[config.mk]
export PLATFORM = sky130hd
export DESIGN_NAME = pci_cfg_xlate
export DESIGN_NICKNAME = d
export VERILOG_FILES = /design/src/rtl/pci_xlate_pkg.sv /design/src/rtl/pci_be_width_check.sv /design/src/rtl/pci_win_decode.sv /design/src/rtl/pci_cfg_addr_gen.sv /design/src/rtl/pci_cfg_xlate.sv
export SDC_FILE = /design/constraint.sdc
export NUM_CORES = 1
export LEC_CHECK = 0
export ABC_CLOCK_PERIOD_IN_PS = 3600
export BUFFER_PORTS_ARGS = -buffer_cell sky130_fd_sc_hd__clkbuf_2
export CORE_MARGIN = 4
export CORE_UTILIZATION = 40
export DETAILED_ROUTE_END_ITERATION = 16
export GPL_TIMING_DRIVEN = 0
export SYNTH_ARGS = -nofsm -noshare
export SYNTH_HDL_FRONTEND = slang
export SYNTH_HIERARCHICAL = 1
export SYNTH_SLANG_ARGS = --single-unit
[constraint.sdc]
create_clock -name clk -period 3.6 [get_ports clk]
set_input_delay 0.72 -clock clk [delete_from_list [all_inputs] [get_ports clk]]
set_output_delay 0.72 -clock clk [all_outputs]
set_load 0.03 [all_outputs]
[src/rtl/pci_xlate_pkg.sv]
package pci_xlate_pkg;

    localparam logic [3:0] CMD_IO_RD  = 4'h2;
    localparam logic [3:0] CMD_IO_WR  = 4'h3;
    localparam logic [3:0] CMD_CFG_RD = 4'hA;
    localparam logic [3:0] CMD_CFG_WR = 4'hB;

    localparam logic [11:0] SETUP_OFF = 12'hCF8;
    localparam logic [11:0] DATA_OFF  = 12'hCFC;

    typedef struct packed {
        logic       en;
        logic [7:0] bus;
        logic [4:0] dev;
        logic [2:0] fn;
        logic [5:0] regn;
    } cfg_setup_t;

    function automatic cfg_setup_t setup_from_word(logic [31:0] w);
        cfg_setup_t s;
        s.en   = w[31];
        s.bus  = w[23:16];
        s.dev  = w[15:11];
        s.fn   = w[10:8];
        s.regn = w[7:2];
        return s;
    endfunction

    function automatic logic [31:0] setup_to_word(cfg_setup_t s);
        return {s.en, 7'b0, s.bus, s.dev, s.fn, s.regn, 2'b00};
    endfunction

endpackage

[src/rtl/pci_be_width_check.sv]
module pci_be_width_check (
    input  logic [3:0] be,
    output logic       legal
);
    logic single_byte;
    logic half_word;
    logic full_word;

    always_comb begin
        single_byte = $onehot(be);
        half_word   = (be == 4'b0011) || (be == 4'b1100);
        full_word   = &be;
        legal       = single_byte || half_word || full_word;
    end
endmodule

[src/rtl/pci_win_decode.sv]
module pci_win_decode #(
    parameter logic [31:0] IO_BASE  = 32'h8000_0000,
    parameter int          WIN_BITS = 16
) (
    input  logic [31:0]         addr,
    output logic                in_win,
    output logic [WIN_BITS-1:0] offset,
    output logic                setup_hit,
    output logic                data_hit
);
    import pci_xlate_pkg::*;

    localparam logic [WIN_BITS-3:0] SETUP_WORD = WIN_BITS'(SETUP_OFF) >> 2;
    localparam logic [WIN_BITS-3:0] DATA_WORD  = WIN_BITS'(DATA_OFF) >> 2;

    always_comb begin
        in_win    = (addr[31:WIN_BITS] == IO_BASE[31:WIN_BITS]);
        offset    = addr[WIN_BITS-1:0];
        setup_hit = in_win && (offset[WIN_BITS-1:2] == SETUP_WORD);
        data_hit  = in_win && (offset[WIN_BITS-1:2] == DATA_WORD);
    end
endmodule

[src/rtl/pci_cfg_addr_gen.sv]
module pci_cfg_addr_gen #(
    parameter int IDSEL_LSB   = 11,
    parameter int IDSEL_LINES = 20
) (
    input  pci_xlate_pkg::cfg_setup_t setup,
    output logic                      valid,
    output logic [31:0]               addr
);
    logic [IDSEL_LINES-1:0] idsel;

    for (genvar i = 0; i < IDSEL_LINES; i++) begin : g_idsel
        assign idsel[i] = (32'(setup.dev) == i);
    end

    always_comb begin
        valid = setup.en && (setup.bus == 8'd0) && (32'(setup.dev) < IDSEL_LINES);
        addr  = '0;
        addr[IDSEL_LSB +: IDSEL_LINES] = idsel;
        addr[10:8] = setup.fn;
        addr[7:2]  = setup.regn;
        addr[1:0]  = 2'b00;
    end
endmodule

[src/rtl/pci_cfg_xlate.sv]
module pci_cfg_xlate #(
    parameter logic [31:0] IO_BASE     = 32'h8000_0000,
    parameter int          WIN_BITS    = 16,
    parameter int          IDSEL_LSB   = 11,
    parameter int          IDSEL_LINES = 20
) (
    input  logic        clk,
    input  logic        rst_n,
    input  logic        req_valid,
    input  logic        req_write,
    input  logic [31:0] req_addr,
    input  logic [3:0]  req_be,
    input  logic [31:0] req_wdata,
    output logic        rsp_valid,
    output logic [31:0] rsp_rdata,
    output logic        pci_req_valid,
    output logic [3:0]  pci_cmd,
    output logic [31:0] pci_addr,
    output logic [3:0]  pci_be,
    output logic [31:0] pci_wdata
);
    import pci_xlate_pkg::*;

    localparam int PAD_BITS = 32 - WIN_BITS;

    typedef struct packed {
        cfg_setup_t  setup;
        logic        pci_vld;
        logic [3:0]  cmd;
        logic [31:0] addr;
        logic [3:0]  be;
        logic [31:0] wdata;
        logic        rsp_vld;
        logic [31:0] rdata;
    } xlate_state_t;

    xlate_state_t st_q, st_d;

    logic                in_win, setup_hit, data_hit;
    logic [WIN_BITS-1:0] win_off;
    logic                be_ok;
    logic                setup_ok;
    logic [31:0]         cfg_addr;

    pci_win_decode #(.IO_BASE(IO_BASE), .WIN_BITS(WIN_BITS)) u_dec (
        .addr(req_addr), .in_win(in_win), .offset(win_off),
        .setup_hit(setup_hit), .data_hit(data_hit)
    );

    pci_be_width_check u_width (.be(req_be), .legal(be_ok));

    pci_cfg_addr_gen #(.IDSEL_LSB(IDSEL_LSB), .IDSEL_LINES(IDSEL_LINES)) u_gen (
        .setup(st_q.setup), .valid(setup_ok), .addr(cfg_addr)
    );

    always_comb begin
        st_d         = st_q;
        st_d.pci_vld = 1'b0;
        st_d.rsp_vld = 1'b0;
        if (req_valid && in_win) begin
            if (setup_hit && (&req_be)) begin
                if (req_write) begin
                    st_d.setup = setup_from_word(req_wdata);
                end else begin
                    st_d.rsp_vld = 1'b1;
                    st_d.rdata   = setup_to_word(st_q.setup);
                end
            end else begin
                st_d.pci_vld = 1'b1;
                st_d.be      = req_be;
                st_d.wdata   = req_wdata;
                if (data_hit && be_ok && setup_ok) begin
                    st_d.cmd  = req_write ? CMD_CFG_WR : CMD_CFG_RD;
                    st_d.addr = cfg_addr;
                end else begin
                    st_d.cmd  = req_write ? CMD_IO_WR : CMD_IO_RD;
                    st_d.addr = {{PAD_BITS{1'b0}}, win_off};
                end
            end
        end
    end

    always_ff @(posedge clk) begin
        if (!rst_n) begin
            st_q <= '0;
        end else begin
            st_q <= st_d;
        end
    end

    assign rsp_valid     = st_q.rsp_vld;
    assign rsp_rdata     = st_q.rdata;
    assign pci_req_valid = st_q.pci_vld;
    assign pci_cmd       = st_q.cmd;
    assign pci_addr      = st_q.addr;
    assign pci_be        = st_q.be;
    assign pci_wdata     = st_q.wdata;

    assert_cfg_idsel_onehot_R5: assert property (@(posedge clk) disable iff (!rst_n)
        (pci_req_valid && pci_cmd[3]) |->
            ($countones(pci_addr[31:IDSEL_LSB]) == 1 && pci_addr[1:0] == 2'b00));

    assert_setup_slot_no_pci_R2: assert property (@(posedge clk) disable iff (!rst_n)
        (req_valid && setup_hit && (&req_be)) |=> !pci_req_valid);

    assert_bad_width_io_R7: assert property (@(posedge clk) disable iff (!rst_n)
        (req_valid && in_win && !be_ok) |=> (pci_req_valid && !pci_cmd[3]));

    assert_invalid_setup_io_R6: assert property (@(posedge clk) disable iff (!rst_n)
        (req_valid && data_hit && !setup_ok) |=> (pci_req_valid && !pci_cmd[3]));

    assert_outside_quiet_R9: assert property (@(posedge clk) disable iff (!rst_n)
        (req_valid && !in_win) |=> (!pci_req_valid && !rsp_valid));

    assert_one_result_R8: assert property (@(posedge clk) disable iff (!rst_n)
        (req_valid && in_win) |=> (pci_req_valid != rsp_valid) || (!pci_req_valid && $past(req_write)));

    assert_cmd_direction_R4: assert property (@(posedge clk) disable iff (!rst_n)
        (req_valid && in_win) |=> (!pci_req_valid || (pci_cmd[0] == $past(req_write))));
endmodule

=== Word-level counts from Yosys, hierarchy flattened ===
Cells that the tools add are included.

* Add/subtract/negate cells: 3
* Order comparisons: 1
* Equality and inequality tests: 25
* Muxes and demuxes: 5
* Bitwise logic cells: 2
* Reductions and logical operators: 19

{| class="wikitable"
|+ Operators with widths
! kind !! count
|-
| 73-bit two-way mux || 1
|-
| 5-bit by 4-bit == test with 1-bit output, second input constant || 8
|-
| 36-bit two-way mux || 1
|-
| 33-bit two-way mux || 1
|-
| 14-bit by 10-bit == test with 1-bit output, second input constant || 2
|-
| 5-bit by 3-bit == test with 1-bit output, second input constant || 4
|-
| 5-bit == test, second input constant || 4
|-
| 16-bit == test, second input constant || 1
|-
| 5-bit by 2-bit == test with 1-bit output, second input constant || 2
|-
| 3-bit AND reduction || 3
|-
| 1-bit logical AND || 8
|-
| 8-bit logical NOT || 1
|-
| 5-bit by 1-bit == test with 1-bit output, second input constant || 1
|-
| 5-bit logical NOT || 1
|-
| 5-bit < comparator, second input constant || 1
|-
| 1-bit by 1-bit adder with 2-bit output || 2
|-
| 4-bit by 2-bit == test with 1-bit output, second input constant || 1
|-
| 4-bit == test, second input constant || 1
|-
| 2-bit AND reduction || 2
|-
| 4-bit AND reduction || 1
|-
| 3-bit adder || 1
|-
| 3-bit by 1-bit == test with 1-bit output, second input constant || 1
|-
| 1-bit logical OR || 3
|-
| 1-bit two-way mux || 2
|-
| 1-bit NOT || 2
|}

* Register bits: 120
* Bits of input ports: 72
* Output and inout port bits: 106

=== Longest topological paths before layout ===
* Word-level depth: 9
* Mapped depth: 12
* Depth with buffers taken out: 10

=== By module ===
Netlist, hierarchy kept.

{| class="wikitable"
|+ Modules (own cells, without submodules)
! module !! times used !! cells an instance !! area each (µm²) !! sequential area each (µm²)
|-
| pci_cfg_xlate || 1 || 673 || 5799.3 || 2382.3
|-
| pci_cfg_addr_gen || 1 || 46 || 290.3 || 0.0
|-
| pci_win_decode || 1 || 32 || 230.2 || 0.0
|-
| pci_be_width_check || 1 || 14 || 117.6 || 0.0
|}

=== Least setup slack after synthesis ===
No wires, ideal clock.

* Kind: input -> register
* Start point: input port req_be[0]
* End point: register st_q, in the netlist pci_addr[28]
* Setup time: 72 ps
* Data arrival time: 2991 ps
* Data required time: 3528 ps
* Path slack: 538 ps
* Cell stages on the path: 12
* Path through: inv_1 > fa_1 > inv_1 > ha_1 > ha_1 > or3b_1 > o311ai_1 > and3_1 > buf_2 > clkbuf_1 > nand3_1 > mux2i_1

* Longest elaborated chain between the ends: 8
* Elaborated cells between the ends (all ways): 15
* Classes of those cells: 2 x add/sub; 3 x eq/ne; 1 x mux; 1 x bitwise; 8 x reduce/logical

{| class="wikitable"
|+ Ends and longest elaborated chain
! item !! line !! source
|-
| start, declared || pci_cfg_xlate.sv:12 || <nowiki>input logic [3:0] req_be,</nowiki>
|-
| 1-bit by 1-bit adder with 2-bit output (implied by the code) || pci_be_width_check.sv:10 || <nowiki>single_byte = $onehot(be);</nowiki>
|-
| 3-bit adder (implied by the code) || pci_be_width_check.sv:10 ||
|-
| 3-bit by 1-bit == test with 1-bit output || pci_be_width_check.sv:10 ||
|-
| 1-bit logical OR || pci_be_width_check.sv:13 || <nowiki>legal = single_byte || half_word || full_word;</nowiki>
|-
| 1-bit logical OR (*) || pci_be_width_check.sv:13 ||
|-
| net be_ok || pci_cfg_xlate.sv:41 || <nowiki>logic be_ok;</nowiki>
|-
| 1-bit logical AND (*) (2 in a row) || pci_cfg_xlate.sv:72 || <nowiki>if (data_hit && be_ok && setup_ok) begin</nowiki>
|-
| 36-bit two-way mux (*) || pci_cfg_xlate.sv:72 ||
|-
| end signal, assigned || pci_cfg_xlate.sv:87 || <nowiki>st_q <= st_d;</nowiki>
|-
| end, declared || pci_cfg_xlate.sv:37 || <nowiki>xlate_state_t st_q, st_d;</nowiki>
|}

The timed path passes the listed nets; every way through them passes the cells marked *.
A chain may end at the register's enable or synchronous reset.

=== Worst setup path in the final report ===
* Start point: input port req_be[0]
* End point: register st_q, in the netlist pci_addr[15]

The elaborated chain is that of the path after synthesis.

==> impl_metrics.xml <==
<?xml version="1.0" encoding="UTF-8"?>
<metrics>
  <group name="finish">
    <metric name="sequential_cell_area" unit="um2">2382</metric>
    <metric name="antenna-diode-count" unit="">0</metric>
    <metric name="finalNonFillerCells" unit="">1188</metric>
    <metric name="post_route_cells_drive_above_1_share" unit="%">37.45</metric>
    <metric name="final.fill_count" unit="">1566</metric>
    <metric name="post-route-util" unit="%">51.62</metric>
    <metric name="total_area_of_multi_input_combinational_cells" unit="um2">2775</metric>
    <metric name="flow.area_growth_from_synthesis" unit="%">26.92</metric>
    <metric name="finish.net_count" unit="">1036</metric>
  </group>
  <group name="worst_setup_path">
    <metric name="reg2reg_setup_slack" unit="ps">1610</metric>
    <metric name="timing.critical_path.from_type" unit="">primary input</metric>
    <metric name="critical_path.reg2reg.startpoint" unit="">st_q[121]$_SDFFE_PN0P_</metric>
    <metric name="critPathKind" unit="">in -&gt; reg</metric>
    <metric name="ff2ff_path_depth" unit="">7</metric>
    <metric name="cell_breakdown_of_the_critical_path" unit="">clkbuf_2 -&gt; inv_1 -&gt; fa_1 -&gt; inv_1 -&gt; ha_1 -&gt; ha_1 -&gt; or3b_1 -&gt; o311ai_1 -&gt; and3_1 -&gt; buf_2 -&gt; clkbuf_1 -&gt; nand2_1 -&gt; a31oi_1</metric>
    <metric name="crit_start" unit="">req_be[0]</metric>
    <metric name="cp_endpoint_kind" unit="">register</metric>
    <metric name="max_stage_delay" unit="ps">540</metric>
    <metric name="critical_path.reg2reg.endpoint" unit="">pci_addr[15]$_SDFFE_PN0P_</metric>
    <metric name="crit_path_top_delay_cell" unit="">sky130_fd_sc_hd__fa_1</metric>
    <metric name="critPathArrivalTime" unit="ps">3670</metric>
    <metric name="worst-endpoint-required" unit="ps">3940</metric>
    <metric name="worst_setup_path_endpoint" unit="">pci_addr[15]$_SDFFE_PN0P_</metric>
    <metric name="worstPathMaxFanout" unit="">10</metric>
  </group>
  <group name="clocking">
    <metric name="cts.reportedPaths.clkPinSlew" unit="ps">50</metric>
    <metric name="post_cts_resize_count" unit="">0</metric>
    <metric name="cts_buffers" unit="">17</metric>
    <metric name="clock_tree.buffer_depth" unit="">2</metric>
    <metric name="clockRootBuffer" unit="">sky130_fd_sc_hd__clkbuf_16</metric>
    <metric name="cts_setup_buffers" unit="">0</metric>
    <metric name="clk_latency" unit="ps">420</metric>
    <metric name="cts.sinks" unit="">119</metric>
    <metric name="cts_max_level" unit="">4</metric>
    <metric name="cts.hold.buffers_added" unit="">0</metric>
    <metric name="tritoncts" unit="">yes</metric>
  </group>
  <group name="power">
    <metric name="ir_drop" unit="mV">0.3236</metric>
    <metric name="total_power" unit="mW">3.215</metric>
    <metric name="switching_power" unit="uW">685.6</metric>
    <metric name="p_clk_share" unit="%">53.5</metric>
    <metric name="pwr-share-comb" unit="%">5.5</metric>
    <metric name="seqPwrFrac" unit="%">41.0</metric>
    <metric name="switching_share_of_power" unit="%">21.32</metric>
    <metric name="intPower" unit="mW">2.529</metric>
    <metric name="power_per_cell_area" unit="nW/um2">393.5</metric>
    <metric name="cellLeakagePower" unit="nW">3.626</metric>
  </group>
  <group name="worst_hold_path">
    <metric name="timing.hold.worst.class" unit="">reg -&gt; reg</metric>
    <metric name="hold_path_depth" unit="">2</metric>
  </group>
  <group name="timing">
    <metric name="relative_slew_margins" unit="%">52.90</metric>
    <metric name="max_slew_violation_total_from_the_final_report" unit="">0</metric>
    <metric name="timing.final.crit_share" unit="%">92.46</metric>
    <metric name="rsz0062_at_grt" unit="">false</metric>
    <metric name="number_of_setup_violations_in_the_final_report" unit="">0</metric>
    <metric name="slew_at_the_pin_closest_to_its_max_slew_limit" unit="ps">700.0</metric>
    <metric name="post-route-min-period" unit="ps">3329</metric>
    <metric name="final.setup.tns" unit="ps">0</metric>
    <metric name="worst_clock_skew" unit="ps">5.826</metric>
    <metric name="max_clock_freq" unit="GHz">0.3004</metric>
    <metric name="finalHoldViolCount" unit="">0</metric>
  </group>
  <group name="yosys">
    <metric name="edff_count_synth" unit="">0</metric>
    <metric name="synth_flop_cell" unit="">sky130_fd_sc_hd__dfxtp_1</metric>
    <metric name="postSynthAreaPerCell" unit="um2">8.415</metric>
    <metric name="synth_top_cells_by_area" unit="">sky130_fd_sc_hd__dfxtp_1 (37%), sky130_fd_sc_hd__buf_4 (16%), sky130_fd_sc_hd__mux2i_1 (7.8%)</metric>
    <metric name="netlist.top_cell.by_area" unit="">sky130_fd_sc_hd__dfxtp_1</metric>
    <metric name="seq_area_frac_synth" unit="%">37.01</metric>
    <metric name="post_synth_num_cell_types" unit="">43</metric>
    <metric name="yosys_register_bits" unit="">119</metric>
    <metric name="synth.top_cell.area_share" unit="%">37.01</metric>
    <metric name="share_of_async_settable_or_async_resettable_flops_after_synthesis" unit="%">0</metric>
    <metric name="yosys_warnings" unit="">6</metric>
    <metric name="syn-cell-area" unit="um2">6437</metric>
    <metric name="instance_count_of_the_mapped_netlist" unit="">765</metric>
  </group>
  <group name="global_route">
    <metric name="grt_overflow_total" unit="">0</metric>
    <metric name="grt_max_degree" unit="">17</metric>
    <metric name="antenna_found_initial" unit="">0</metric>
    <metric name="gr-usage-all-layers" unit="%">19.70</metric>
    <metric name="grt_pass1_wl" unit="mm">28.23</metric>
    <metric name="grt_pass1_vias" unit="">5359</metric>
  </group>
  <group name="placed_design">
    <metric name="numPlacedInstances" unit="">1156</metric>
    <metric name="buffer_ports.inserted" unit="">164</metric>
    <metric name="routabilityCongestion" unit="">0.8068</metric>
    <metric name="dp.final_hpwl" unit="mm">13.56</metric>
  </group>
  <group name="routing">
    <metric name="avgViaCountPerCell" unit="">4.683</metric>
    <metric name="detail-route-antenna-nets" unit="">0</metric>
    <metric name="drt-pass1-iter-count" unit="">5</metric>
    <metric name="routed_wire_length_per_instance" unit="um">14.89</metric>
    <metric name="drc" unit="">0</metric>
    <metric name="postRouteWirelength" unit="mm">17.69</metric>
    <metric name="drt_first_iter_violations" unit="">355</metric>
    <metric name="dr_total_vias" unit="">5563</metric>
  </group>
  <group name="run_status">
    <metric name="status" unit="">complete, no violations</metric>
  </group>
  <group name="die">
    <metric name="rows" unit="">46</metric>
    <metric name="floorplan.initialDensity" unit="%">40.67</metric>
    <metric name="placeableCoreArea" unit="um2">15830</metric>
    <metric name="die_x" unit="um">134.9</metric>
    <metric name="design.die.area" unit="um2">18190</metric>
    <metric name="chip_height" unit="um">134.9</metric>
    <metric name="pin_count" unit="">178</metric>
  </group>
  <group name="flow_run">
    <metric name="timing.max_cap.violations" unit="">0</metric>
  </group>
</metrics>
==> critical path, delay by kind of cell <==
family	cells	cell delay, ps
adder cells (fa/ha/maj)	3	970
buffers and inverters	5	860
AO/OA/AOI/OAI	2	340
AND/OR/NAND/NOR	3	790
==> cells in the final DEF (no fill, tap or decap), types with 5 or more instances in the layout <==
cell / count
sky130_fd_sc_hd__buf_4: 140
sky130_fd_sc_hd__buf_6: 6
sky130_fd_sc_hd__a31oi_1: 16
sky130_fd_sc_hd__nor4_1: 6
sky130_fd_sc_hd__clkbuf_1: 31
sky130_fd_sc_hd__o21ai_0: 49
sky130_fd_sc_hd__dfxtp_1: 119
sky130_fd_sc_hd__conb_1: 13
sky130_fd_sc_hd__a21boi_0: 34
sky130_fd_sc_hd__nand2_1: 121
sky130_fd_sc_hd__inv_1: 6
sky130_fd_sc_hd__nand2b_1: 18
sky130_fd_sc_hd__mux2i_1: 50
sky130_fd_sc_hd__nand3_1: 65
sky130_fd_sc_hd__clkinv_2: 5
sky130_fd_sc_hd__clkbuf_16: 17
sky130_fd_sc_hd__nor2_1: 18
sky130_fd_sc_hd__a21boi_1: 12
sky130_fd_sc_hd__o221ai_1: 16
sky130_fd_sc_hd__clkbuf_2: 168
sky130_fd_sc_hd__buf_2: 11
==> cell families after synthesis <==
group | count (synthesis) | synth area share (%)
buffers and inverters | 195 | 20.52
adders and majority gates | 5 | 1.088
and+or+nand+nor | 259 | 19.63
DFF | 119 | 37.01
other | 2 | 0.1167
AOI/OAI and AO/OA | 135 | 13.86
muxes | 50 | 7.775
==> stage by stage <==
stage	cell area, um2	hold WS [ps]	setup WS [ps]
floorplan	6479	435.1	537.7
global placement	7570	442.5	-110.7
detailed placement	7570	446.8	-132.2
CTS	8170	457.6	297.5
global route	8170	476.9	63.14
finish	8170	455.6	271.5
==> layer usage <==
metal	global-route usage, %	part of all wire, %
met1	27.70	48
met2	30.07	44
met3	4.434	6.0
met4	6.335	1.3
met5	0	0
==> cells in the mapped netlist (2+ instances only) <==
cell / number
sky130_fd_sc_hd__o21ai_0: 49
sky130_fd_sc_hd__conb_1: 2
sky130_fd_sc_hd__and2_1: 2
sky130_fd_sc_hd__clkbuf_2: 4
sky130_fd_sc_hd__buf_4: 140
sky130_fd_sc_hd__buf_6: 6
sky130_fd_sc_hd__nor2b_1: 2
sky130_fd_sc_hd__dfxtp_1: 119
sky130_fd_sc_hd__a21boi_0: 34
sky130_fd_sc_hd__and4_1: 4
sky130_fd_sc_hd__buf_2: 11
sky130_fd_sc_hd__a21boi_1: 12
sky130_fd_sc_hd__nor3_2: 3
sky130_fd_sc_hd__ha_1: 4
sky130_fd_sc_hd__nor2_1: 18
sky130_fd_sc_hd__nand2b_1: 18
sky130_fd_sc_hd__or3b_4: 3
sky130_fd_sc_hd__nor3_1: 3
sky130_fd_sc_hd__clkbuf_1: 28
sky130_fd_sc_hd__inv_1: 6
sky130_fd_sc_hd__nor4_1: 6
sky130_fd_sc_hd__a31oi_1: 16
sky130_fd_sc_hd__o221ai_1: 16
sky130_fd_sc_hd__mux2i_1: 50
sky130_fd_sc_hd__nand2_1: 121
sky130_fd_sc_hd__a21oi_1: 3
sky130_fd_sc_hd__nand3_1: 65
sky130_fd_sc_hd__o221a_1: 2
sky130_fd_sc_hd__nand4_1: 4
==> flip-flops by register name (all words and copies together), names as in the netlist <==
| signal | flops |
|---|---|
| pci_wdata | 32 |
| pci_req_valid | 1 |
| pci_be | 4 |
| pci_cmd | 3 |
| st_q | 23 |
| pci_addr | 32 |
| rsp_valid | 1 |
| rsp_rdata | 23 |
==> power groups by stage <==
stage | Sequential (mW) | Clock, mW | Combinational, mW
floorplan | 1.35 | 0 | 0.0994
global placement | 1.35 | 0 | 0.175
detailed placement | 1.35 | 0 | 0.176
CTS | 1.32 | 1.75 | 0.177
global route | 1.32 | 1.81 | 0.196
finish | 1.32 | 1.72 | 0.176
==> worst min-delay path by stage <==
stage	start	end	slack [ps]
2_1_floorplan	pci_addr[16]$_SDFFE_PN0P_	pci_addr[16]$_SDFFE_PN0P_	440
3_3_place_gp	pci_wdata[18]$_SDFFE_PN0P_	pci_wdata[18]$_SDFFE_PN0P_	440
3_5_place_dp	pci_wdata[14]$_SDFFE_PN0P_	pci_wdata[14]$_SDFFE_PN0P_	450
4_1_cts	pci_wdata[7]$_SDFFE_PN0P_	pci_wdata[7]$_SDFFE_PN0P_	460
5_1_grt	pci_wdata[0]$_SDFFE_PN0P_	pci_wdata[0]$_SDFFE_PN0P_	480
6_report	pci_wdata[7]$_SDFFE_PN0P_	pci_wdata[7]$_SDFFE_PN0P_	460
==> final cells by class <==
| class | instances | share of cell area, % |
|---|---|---|
| Clock buffer | 23 | 5.850 |
| Sequential cell | 119 | 29.16 |
| Inverter | 6 | 0.2757 |
| Multi-Input combinational cell | 462 | 33.97 |
| Clock inverter | 9 | 1.501 |
| Buffer | 189 | 15.90 |
| Tap cell | 216 | 3.308 |
| Timing Repair Buffer | 164 | 10.05 |
Power figures use the tool's default switching activity.
